===== src/rtl/hs_mod_counter_pkg.sv =====
package hs_mod_counter_pkg;
  typedef enum logic [1:0] {
    ST_IDLE = 2'd0,
    ST_FIRE = 2'd1,
    ST_HOLD = 2'd2
  } seq_state_t;
endpackage


===== src/rtl/hs_event_count.sv =====
module hs_event_count #(
  parameter int CYCLE_LEN = 6,
  localparam int CNT_W = (CYCLE_LEN > 1) ? $clog2(CYCLE_LEN) : 1
) (
  input  logic clk,
  input  logic rst,
  input  logic adv,
  output logic at_last
);
  localparam logic [CNT_W-1:0] LAST = CNT_W'(CYCLE_LEN - 1);

  logic [CNT_W-1:0] cnt_q;

  always_ff @(posedge clk) begin
    if (rst)          cnt_q <= '0;
    else if (adv)     cnt_q <= (cnt_q == LAST) ? '0 : cnt_q + 1'b1;
  end

  assign at_last = (cnt_q == LAST);

  // count stays inside 0..CYCLE_LEN-1
  p_cnt_range_r9: assert property (@(posedge clk) disable iff (rst)
    cnt_q <= LAST);

  // the last count returns to zero after one advance
  p_wrap_to_zero_r2: assert property (@(posedge clk) disable iff (rst)
    (adv && cnt_q == LAST) |=> cnt_q == '0);
endmodule


===== src/rtl/hs_sequencer.sv =====
module hs_sequencer
  import hs_mod_counter_pkg::*;
(
  input  logic clk,
  input  logic rst,
  input  logic ev_req,
  input  logic step_ack,
  input  logic wrap_ack,
  input  logic at_last,
  output logic ev_ack,
  output logic step_req,
  output logic wrap_req,
  output logic adv
);
  seq_state_t st_q, st_d;
  logic       sel_ack;

  assign sel_ack = at_last ? wrap_ack : step_ack;

  always_comb begin
    st_d = st_q;
    case (st_q)
      ST_IDLE: if (ev_req && !step_ack && !wrap_ack) st_d = ST_FIRE;
      ST_FIRE: if (sel_ack)                          st_d = ST_HOLD;
      ST_HOLD: if (!ev_req)                          st_d = ST_IDLE;
      default:                                       st_d = ST_IDLE;
    endcase
  end

  always_ff @(posedge clk) begin
    if (rst) st_q <= ST_IDLE;
    else     st_q <= st_d;
  end

  assign adv      = (st_q == ST_FIRE) && sel_ack;
  assign step_req = (st_q == ST_FIRE) && !at_last;
  assign wrap_req = (st_q == ST_FIRE) && at_last;
  assign ev_ack   = (st_q == ST_HOLD);

  p_excl_req_r3: assert property (@(posedge clk) disable iff (rst)
    !(step_req && wrap_req));

  p_ack_after_out_r4: assert property (@(posedge clk) disable iff (rst)
    $rose(ev_ack) |-> $past(step_ack || wrap_ack));

  p_step_hold_r5: assert property (@(posedge clk) disable iff (rst)
    (step_req && !step_ack) |=> step_req);

  p_wrap_hold_r5: assert property (@(posedge clk) disable iff (rst)
    (wrap_req && !wrap_ack) |=> wrap_req);

  p_evack_hold_r6: assert property (@(posedge clk) disable iff (rst)
    (ev_ack && ev_req) |=> ev_ack);

  p_no_refire_r7: assert property (@(posedge clk) disable iff (rst)
    ev_ack |=> !(step_req || wrap_req));

  p_out_idle_first_r8: assert property (@(posedge clk) disable iff (rst)
    $rose(step_req || wrap_req) |-> $past(!step_ack && !wrap_ack));
endmodule


===== src/rtl/hs_mod_counter.sv =====
module hs_mod_counter #(
  parameter int CYCLE_LEN = 6
) (
  input  logic clk,
  input  logic rst,
  input  logic ev_req,
  output logic ev_ack,
  output logic step_req,
  input  logic step_ack,
  output logic wrap_req,
  input  logic wrap_ack
);
  logic adv;
  logic at_last;

  hs_event_count #(.CYCLE_LEN(CYCLE_LEN)) u_count (
    .clk     (clk),
    .rst     (rst),
    .adv     (adv),
    .at_last (at_last)
  );

  hs_sequencer u_seq (
    .clk      (clk),
    .rst      (rst),
    .ev_req   (ev_req),
    .step_ack (step_ack),
    .wrap_ack (wrap_ack),
    .at_last  (at_last),
    .ev_ack   (ev_ack),
    .step_req (step_req),
    .wrap_req (wrap_req),
    .adv      (adv)
  );

  // outputs quiet in the cycle after reset
  p_reset_quiet_r1: assert property (@(posedge clk)
    $past(rst) |-> !(ev_ack || step_req || wrap_req));
endmodule


===== config.mk =====
export PLATFORM = sky130hd
export DESIGN_NAME = hs_mod_counter
export DESIGN_NICKNAME = d
export VERILOG_FILES = /design/src/rtl/hs_mod_counter_pkg.sv /design/src/rtl/hs_event_count.sv /design/src/rtl/hs_sequencer.sv /design/src/rtl/hs_mod_counter.sv
export SDC_FILE = /design/constraint.sdc
export NUM_CORES = 1
export LEC_CHECK = 0
export ABC_CLOCK_PERIOD_IN_PS = 1500
export BUFFER_PORTS_ARGS = -buffer_cell sky130_fd_sc_hd__buf_4
export CORE_AREA = 2 2 39 41
export DETAILED_ROUTE_END_ITERATION = 10
export DIE_AREA = 0 0 41 43
export SETUP_SLACK_MARGIN = 0.05
export SYNTH_ARGS = -nofsm -noshare
export SYNTH_HDL_FRONTEND = slang
export SYNTH_SLANG_ARGS = --single-unit

===== constraint.sdc =====
create_clock -name clk -period 1.5 [get_ports clk]
set_input_delay 0.15 -clock clk [delete_from_list [all_inputs] [get_ports clk]]
set_output_delay 0.15 -clock clk [all_outputs]
set_load 0.03 [all_outputs]

Word-level counts from Yosys, hierarchy flattened
Cells that the tools add are included.
{"block": "totals", "latchBits": 0, "mem_bits_rw": 0, "in_bits": 5, "mem_bits_ro": 0, "n_memories": 0, "reg_bits": 5, "elab_cells": 25}
{"block": "classes", "muxes": 6, "eq_ne": 6, "n_mul": 0, "shifts": 0, "addsub": 1, "n_div": 0, "reduce_logical": 10, "magnitude_cmp": 0, "n_bitwise": 0}
{"operator": "$mux W2", "n": 3}
{"operator": "$pmux W2 S3", "n": 1}
{"operator": "$logic_and A1 B1 Y1", "n": 5}
{"operator": "$ne A2 B1 Y1 const B", "n": 2}
{"operator": "$add A3 B1 Y3 const B", "n": 1}
{"operator": "$eq A3 B3 Y1 const B", "n": 1}
{"operator": "$logic_not A1 Y1", "n": 3}
{"operator": "$mux W3", "n": 1}
{"operator": "$reduce_and A3 Y1", "n": 1}
{"operator": "$eq A2 B1 Y1 const B", "n": 1}
{"operator": "$eq A2 B2 Y1 const B", "n": 1}
{"operator": "$logic_not A2 Y1", "n": 1}
{"operator": "$ne A2 B2 Y1 const B", "n": 1}
{"operator": "$mux W1", "n": 1}

Depth between registers and ports, before layout
{"block": "logic_depth", "depth_word": 5, "ltp_mapped": 3, "depth_no_buf": 3}

Cells and area by module
A second synthesis with hierarchy kept.
{"block": "hier_totals", "cells_unflattened": 26, "hier_area_um2": 257.7}
{"mod": "hs_event_count", "cells_each": 12, "area_each_um2": 132.6, "instances": 1, "seq_area_each_um2": 60.1}
{"mod": "hs_sequencer", "cells_each": 14, "area_each_um2": 125.1, "instances": 1, "seq_area_each_um2": 40.0}

Worst setup path before layout
Ideal clock, no wire load.
{"block": "synth_timing", "path_kind": "reg-to-output", "start": "register u_count.cnt_q[2]", "end": "output port wrap_req", "arrival_time_ns": 1.248, "setup_slack_ns": 0.102, "required_ns": 1.350, "path_buffers": 0, "path_stages_with_launch": 3, "path_cell_list": "dfxtp_1 nand3b_4 nor3b_1"}
{"block": "synth_between", "elab_chain_len": 2}
{"element": "start, declared", "line_no": "hs_event_count.sv:12", "rtl": "logic [CNT_W-1:0] cnt_q;"}
{"element": "start signal, assigned", "line_no": "hs_event_count.sv:16", "rtl": "else if (adv) cnt_q <= (cnt_q == LAST) ? '0 : cnt_q + 1'b1;"}
{"element": "$eq A3 B3 Y1", "line_no": "hs_event_count.sv:19", "rtl": "assign at_last = (cnt_q == LAST);"}
{"element": "$logic_and A1 B1 Y1", "line_no": "hs_sequencer.sv:37", "rtl": "assign wrap_req = (st_q == ST_FIRE) && at_last;"}
{"element": "end, declared", "line_no": "hs_mod_counter.sv:10", "rtl": "output logic wrap_req,"}
No other way between the ends.

Worst setup path after layout
{"block": "layout_timing", "start": "register u_seq.st_q[1]", "end": "register u_count.cnt_q[0]"}
{"block": "layout_between", "elab_chain_len": 2}
{"element": "start, declared", "line_no": "hs_sequencer.sv:15", "rtl": "seq_state_t st_q, st_d;"}
{"element": "start signal, assigned", "line_no": "hs_sequencer.sv:32", "rtl": "else st_q <= st_d;"}
{"element": "$eq A2 B1 Y1", "line_no": "hs_sequencer.sv:35", "rtl": "assign adv = (st_q == ST_FIRE) && sel_ack;"}
{"element": "$logic_and A1 B1 Y1", "line_no": "hs_sequencer.sv:35"}
No other way between the ends.
A chain may end at the register's enable or synchronous reset.

==> impl_metrics.xml <==
<?xml version="1.0" encoding="UTF-8"?>
<metrics>
  <group name="outcome">
    <metric name="status" unit="">completed</metric>
  </group>
  <group name="hold_path">
    <metric name="hold_path_start" unit="">ev_req</metric>
    <metric name="hold_class" unit="">input port to flip-flop</metric>
  </group>
  <group name="cts">
    <metric name="cts_hold_buffers" unit="">0</metric>
    <metric name="tritoncts" unit="">built</metric>
    <metric name="post_cts_buffers" unit="">0</metric>
    <metric name="cts-resized-gates" unit="">0</metric>
    <metric name="cts-root-to-sink-buffers" unit="">2</metric>
    <metric name="worstSkewPairLatency" unit="ns">0.23</metric>
    <metric name="h-tree-depth" unit="">1</metric>
    <metric name="tritoncts.num_buffers" unit="">3</metric>
    <metric name="clkSinkCount" unit="">5</metric>
    <metric name="ctsRootBufferMaster" unit="">sky130_fd_sc_hd__clkbuf_4</metric>
    <metric name="clk_pin_slew" unit="ns">0.04</metric>
  </group>
  <group name="detailed_routing">
    <metric name="route.vias.total" unit="">269</metric>
    <metric name="top_layer" unit="">met3</metric>
    <metric name="firstDrtPassIters" unit="">2</metric>
    <metric name="met2WireLength" unit="um">275</metric>
    <metric name="avgViaCountPerCell" unit="">4.64</metric>
    <metric name="wl_met3" unit="um">13</metric>
    <metric name="drc_errors" unit="">0</metric>
    <metric name="detail_route.wirelength.met1" unit="um">260</metric>
    <metric name="route.final.wire_length" unit="um">549</metric>
    <metric name="ant_nets" unit="">0</metric>
    <metric name="routed_wire_length_per_instance" unit="um">9.47</metric>
    <metric name="drt_first_iter_violations" unit="">6</metric>
  </group>
  <group name="sta">
    <metric name="worst_slew_slack_as_a_fraction_of_its_limit" unit="%">83.8</metric>
    <metric name="layout_min_cycle_time" unit="ns">1.32</metric>
    <metric name="totalNegativeSetupSlack" unit="ns">0</metric>
    <metric name="number_of_endpoints_with_negative_hold_slack_in_the_final_report" unit="">0</metric>
    <metric name="final-setup-viol-count" unit="">0</metric>
    <metric name="timing.final.max_slew_violations" unit="">0</metric>
    <metric name="clock.fmax" unit="MHz">757</metric>
    <metric name="grt_setup_unrepaired" unit="">no</metric>
    <metric name="final.period_utilization" unit="%">88.1</metric>
    <metric name="worst_clock_skew" unit="ns">0.00341</metric>
    <metric name="worst_pin_slew" unit="ns">0.240</metric>
  </group>
  <group name="power">
    <metric name="share_clk_of_total_power" unit="%">46.7</metric>
    <metric name="irDropWorstVdd" unit="mV">0.428</metric>
    <metric name="total_leakage_power" unit="nW">0.205</metric>
    <metric name="comb_power_share" unit="%">9.2</metric>
    <metric name="power_dens_cells" unit="mW/mm^2">815</metric>
    <metric name="netSwitchingPower" unit="W">0.0000660</metric>
    <metric name="switching_share" unit="%">20.8</metric>
    <metric name="seq_power_share" unit="%">44.1</metric>
    <metric name="power.internal" unit="W">0.000251</metric>
  </group>
  <group name="floorplanning">
    <metric name="io_pins" unit="">8</metric>
    <metric name="die_area" unit="sq mm">0.00176</metric>
    <metric name="die_height" unit="um">43</metric>
    <metric name="floorplan.rows" unit="">14</metric>
    <metric name="dieWidth" unit="um">41</metric>
    <metric name="core_area" unit="sq mm">0.00138</metric>
    <metric name="initial_core_utilization" unit="%">21.8</metric>
  </group>
  <group name="logic_synthesis">
    <metric name="postSynth.asyncResetShare" unit="%">0</metric>
    <metric name="yosys_most_used_dff" unit="">sky130_fd_sc_hd__dfxtp_1</metric>
    <metric name="postSynthAreaPerCell" unit="sq um">9.42</metric>
    <metric name="post_synth_top_area_cell" unit="">sky130_fd_sc_hd__dfxtp_1</metric>
    <metric name="synth-warning-count" unit="">0</metric>
    <metric name="synth_top_cell_area_share" unit="%">33.2</metric>
    <metric name="synth.lib_cells_used.distinct" unit="">20</metric>
    <metric name="syn-instance-count" unit="">32</metric>
    <metric name="synth_fp_nets" unit="">37</metric>
    <metric name="synth.most_common_cell" unit="">sky130_fd_sc_hd__dfxtp_1</metric>
    <metric name="synth_edf_count" unit="">0</metric>
    <metric name="yosysSeqAreaShare" unit="%">33.2</metric>
    <metric name="post_synth_instance_area" unit="sq um">302</metric>
    <metric name="synth.cells.most_frequent" unit="">sky130_fd_sc_hd__dfxtp_1 (5), sky130_fd_sc_hd__and3b_1 (3), sky130_fd_sc_hd__nand2_1 (3)</metric>
    <metric name="yosys_register_bits" unit="">5</metric>
    <metric name="ys_top_cells_by_area" unit="">sky130_fd_sc_hd__dfxtp_1 (33%), sky130_fd_sc_hd__and3b_1 (8.7%), sky130_fd_sc_hd__mux2i_1 (6.6%)</metric>
  </group>
  <group name="placement">
    <metric name="port_buffers" unit="">7</metric>
    <metric name="gp_weighted_congestion" unit="">0.793</metric>
    <metric name="placed_instances" unit="">54</metric>
  </group>
  <group name="finish">
    <metric name="antenna_cells" unit="">0</metric>
    <metric name="proportion_of_layout_cells_with_a_drive_suffix_above_1" unit="%">26.2</metric>
    <metric name="flow.area_growth_from_synthesis" unit="%">29.0</metric>
    <metric name="fill_cells" unit="">149</metric>
    <metric name="final_layout_net_count" unit="">48</metric>
    <metric name="postLayoutCoreUtil" unit="%">28.1</metric>
    <metric name="final-instance-count-excl-fill" unit="">58</metric>
    <metric name="multi_input_area" unit="sq um">186</metric>
    <metric name="area_taken_by_flip_flops_and_latches" unit="sq um">100</metric>
  </group>
  <group name="worst_setup_path">
    <metric name="rr_startpoint" unit="">u_seq.st_q[1]</metric>
    <metric name="critical_path_arrival" unit="ns">1.44</metric>
    <metric name="setup.worst_path.class" unit="">flip-flop to flip-flop</metric>
    <metric name="critical_path_required" unit="ns">1.62</metric>
    <metric name="critical_path.endpoint_type" unit="">flip-flop</metric>
    <metric name="worstSetupStartpointType" unit="">flip-flop</metric>
    <metric name="worst_setup_path_startpoint" unit="">u_seq.st_q[1]</metric>
    <metric name="cp_max_fo" unit="">8</metric>
    <metric name="ff2ff_setup_slack" unit="ns">0.18</metric>
  </group>
  <group name="global_routing">
    <metric name="first_global_vias" unit="">233</metric>
    <metric name="grt_use_total" unit="%">7.75</metric>
    <metric name="grt_pass1_wl" unit="um">903</metric>
    <metric name="global_route.overflow_total" unit="">0</metric>
    <metric name="antenna_found_initial" unit="">0</metric>
    <metric name="grt_start_max_net_pins" unit="">10</metric>
  </group>
  <group name="flow_run">
    <metric name="timing.max_cap.violations" unit="">0</metric>
  </group>
</metrics>
-- power by group through the flow --
stage          combinational (W)  sequential (W)  clock [W]
2_1_floorplan          0.0000175        0.000141          0
3_3_place_gp           0.0000294        0.000142          0
3_5_place_dp           0.0000296        0.000142          0
4_1_cts                0.0000296        0.000140   0.000154
5_1_grt                0.0000322        0.000140   0.000168
6_report               0.0000292        0.000140   0.000148
-- flip-flops by register name, indices dropped and copies added (netlist names) --
name and flops:
u_count.cnt_q 3, u_seq.st_q 2
-- layout make-up --
cell class	count	area share [%]
inverter	1	0.965
sequential	5	25.7
timing repair buffer	7	13.5
tap	16	5.14
clock buffer	4	6.75
multi-input combinational	25	47.9
-- cell families (layout without fill, tap and decap cells) --
family	after synthesis	after routing	share of synthesized area, %
compound gates	5	5	11.6
buf+inv	2	12	4.98
flops	5	5	33.2
mux	3	3	10.4
simple gates	17	17	39.8
-- metal layers --
| layer | global-route usage, % | vias to the layer above |
|---|---|---|
| met5 | 0 | - |
| met4 | 6.00 | 0 |
| met3 | 3.14 | 0 |
| met2 | 10.6 | 2 |
| met1 | 9.06 | 125 |
| li1 | - | 142 |
-- final timing paths --
check	to	cells after the start
worst max-delay path	u_count.cnt_q[0]	3
worst min-delay path	u_seq.st_q[0]	2
worst max register to register	u_count.cnt_q[0]	3
worst min register to register	u_count.cnt_q[1]	2
-- worst max-delay path, stage by stage (launching register included) --
cell	delay [ns]
sky130_fd_sc_hd__dfxtp_1	0.42
sky130_fd_sc_hd__and3b_1	0.22
sky130_fd_sc_hd__mux2i_1	0.21
sky130_fd_sc_hd__mux2_1	0.35
-- metrics by stage --
stage | total power, W | hold slack, ns | cell area, sq um | setup WS [ns]
after floorplan | 0.000159 | 0.276 | 302 | 0.102
after global placement | 0.000171 | 0.386 | 363 | 0.223
after detailed placement | 0.000172 | 0.386 | 363 | 0.204
after CTS | 0.000324 | 0.141 | 389 | 0.163
after global routing | 0.000340 | 0.125 | 389 | 0.0869
final | 0.000317 | 0.141 | 389 | 0.178
-- placed cells by master (no fill, tap or decap), types with 2 or more instances in the layout --
cell | Yosys | final
sky130_fd_sc_hd__and3b_1 | 3 | 3
sky130_fd_sc_hd__dfxtp_1 | 5 | 5
sky130_fd_sc_hd__mux2i_1 | 2 | 2
sky130_fd_sc_hd__clkbuf_4 | 0 | 3
sky130_fd_sc_hd__a21oi_1 | 2 | 2
sky130_fd_sc_hd__nor2b_1 | 2 | 2
sky130_fd_sc_hd__buf_4 | 0 | 7
sky130_fd_sc_hd__nand2_1 | 3 | 3
sky130_fd_sc_hd__nor2_1 | 2 | 2
No activity file was read; power rests on OpenSTA's default activity.
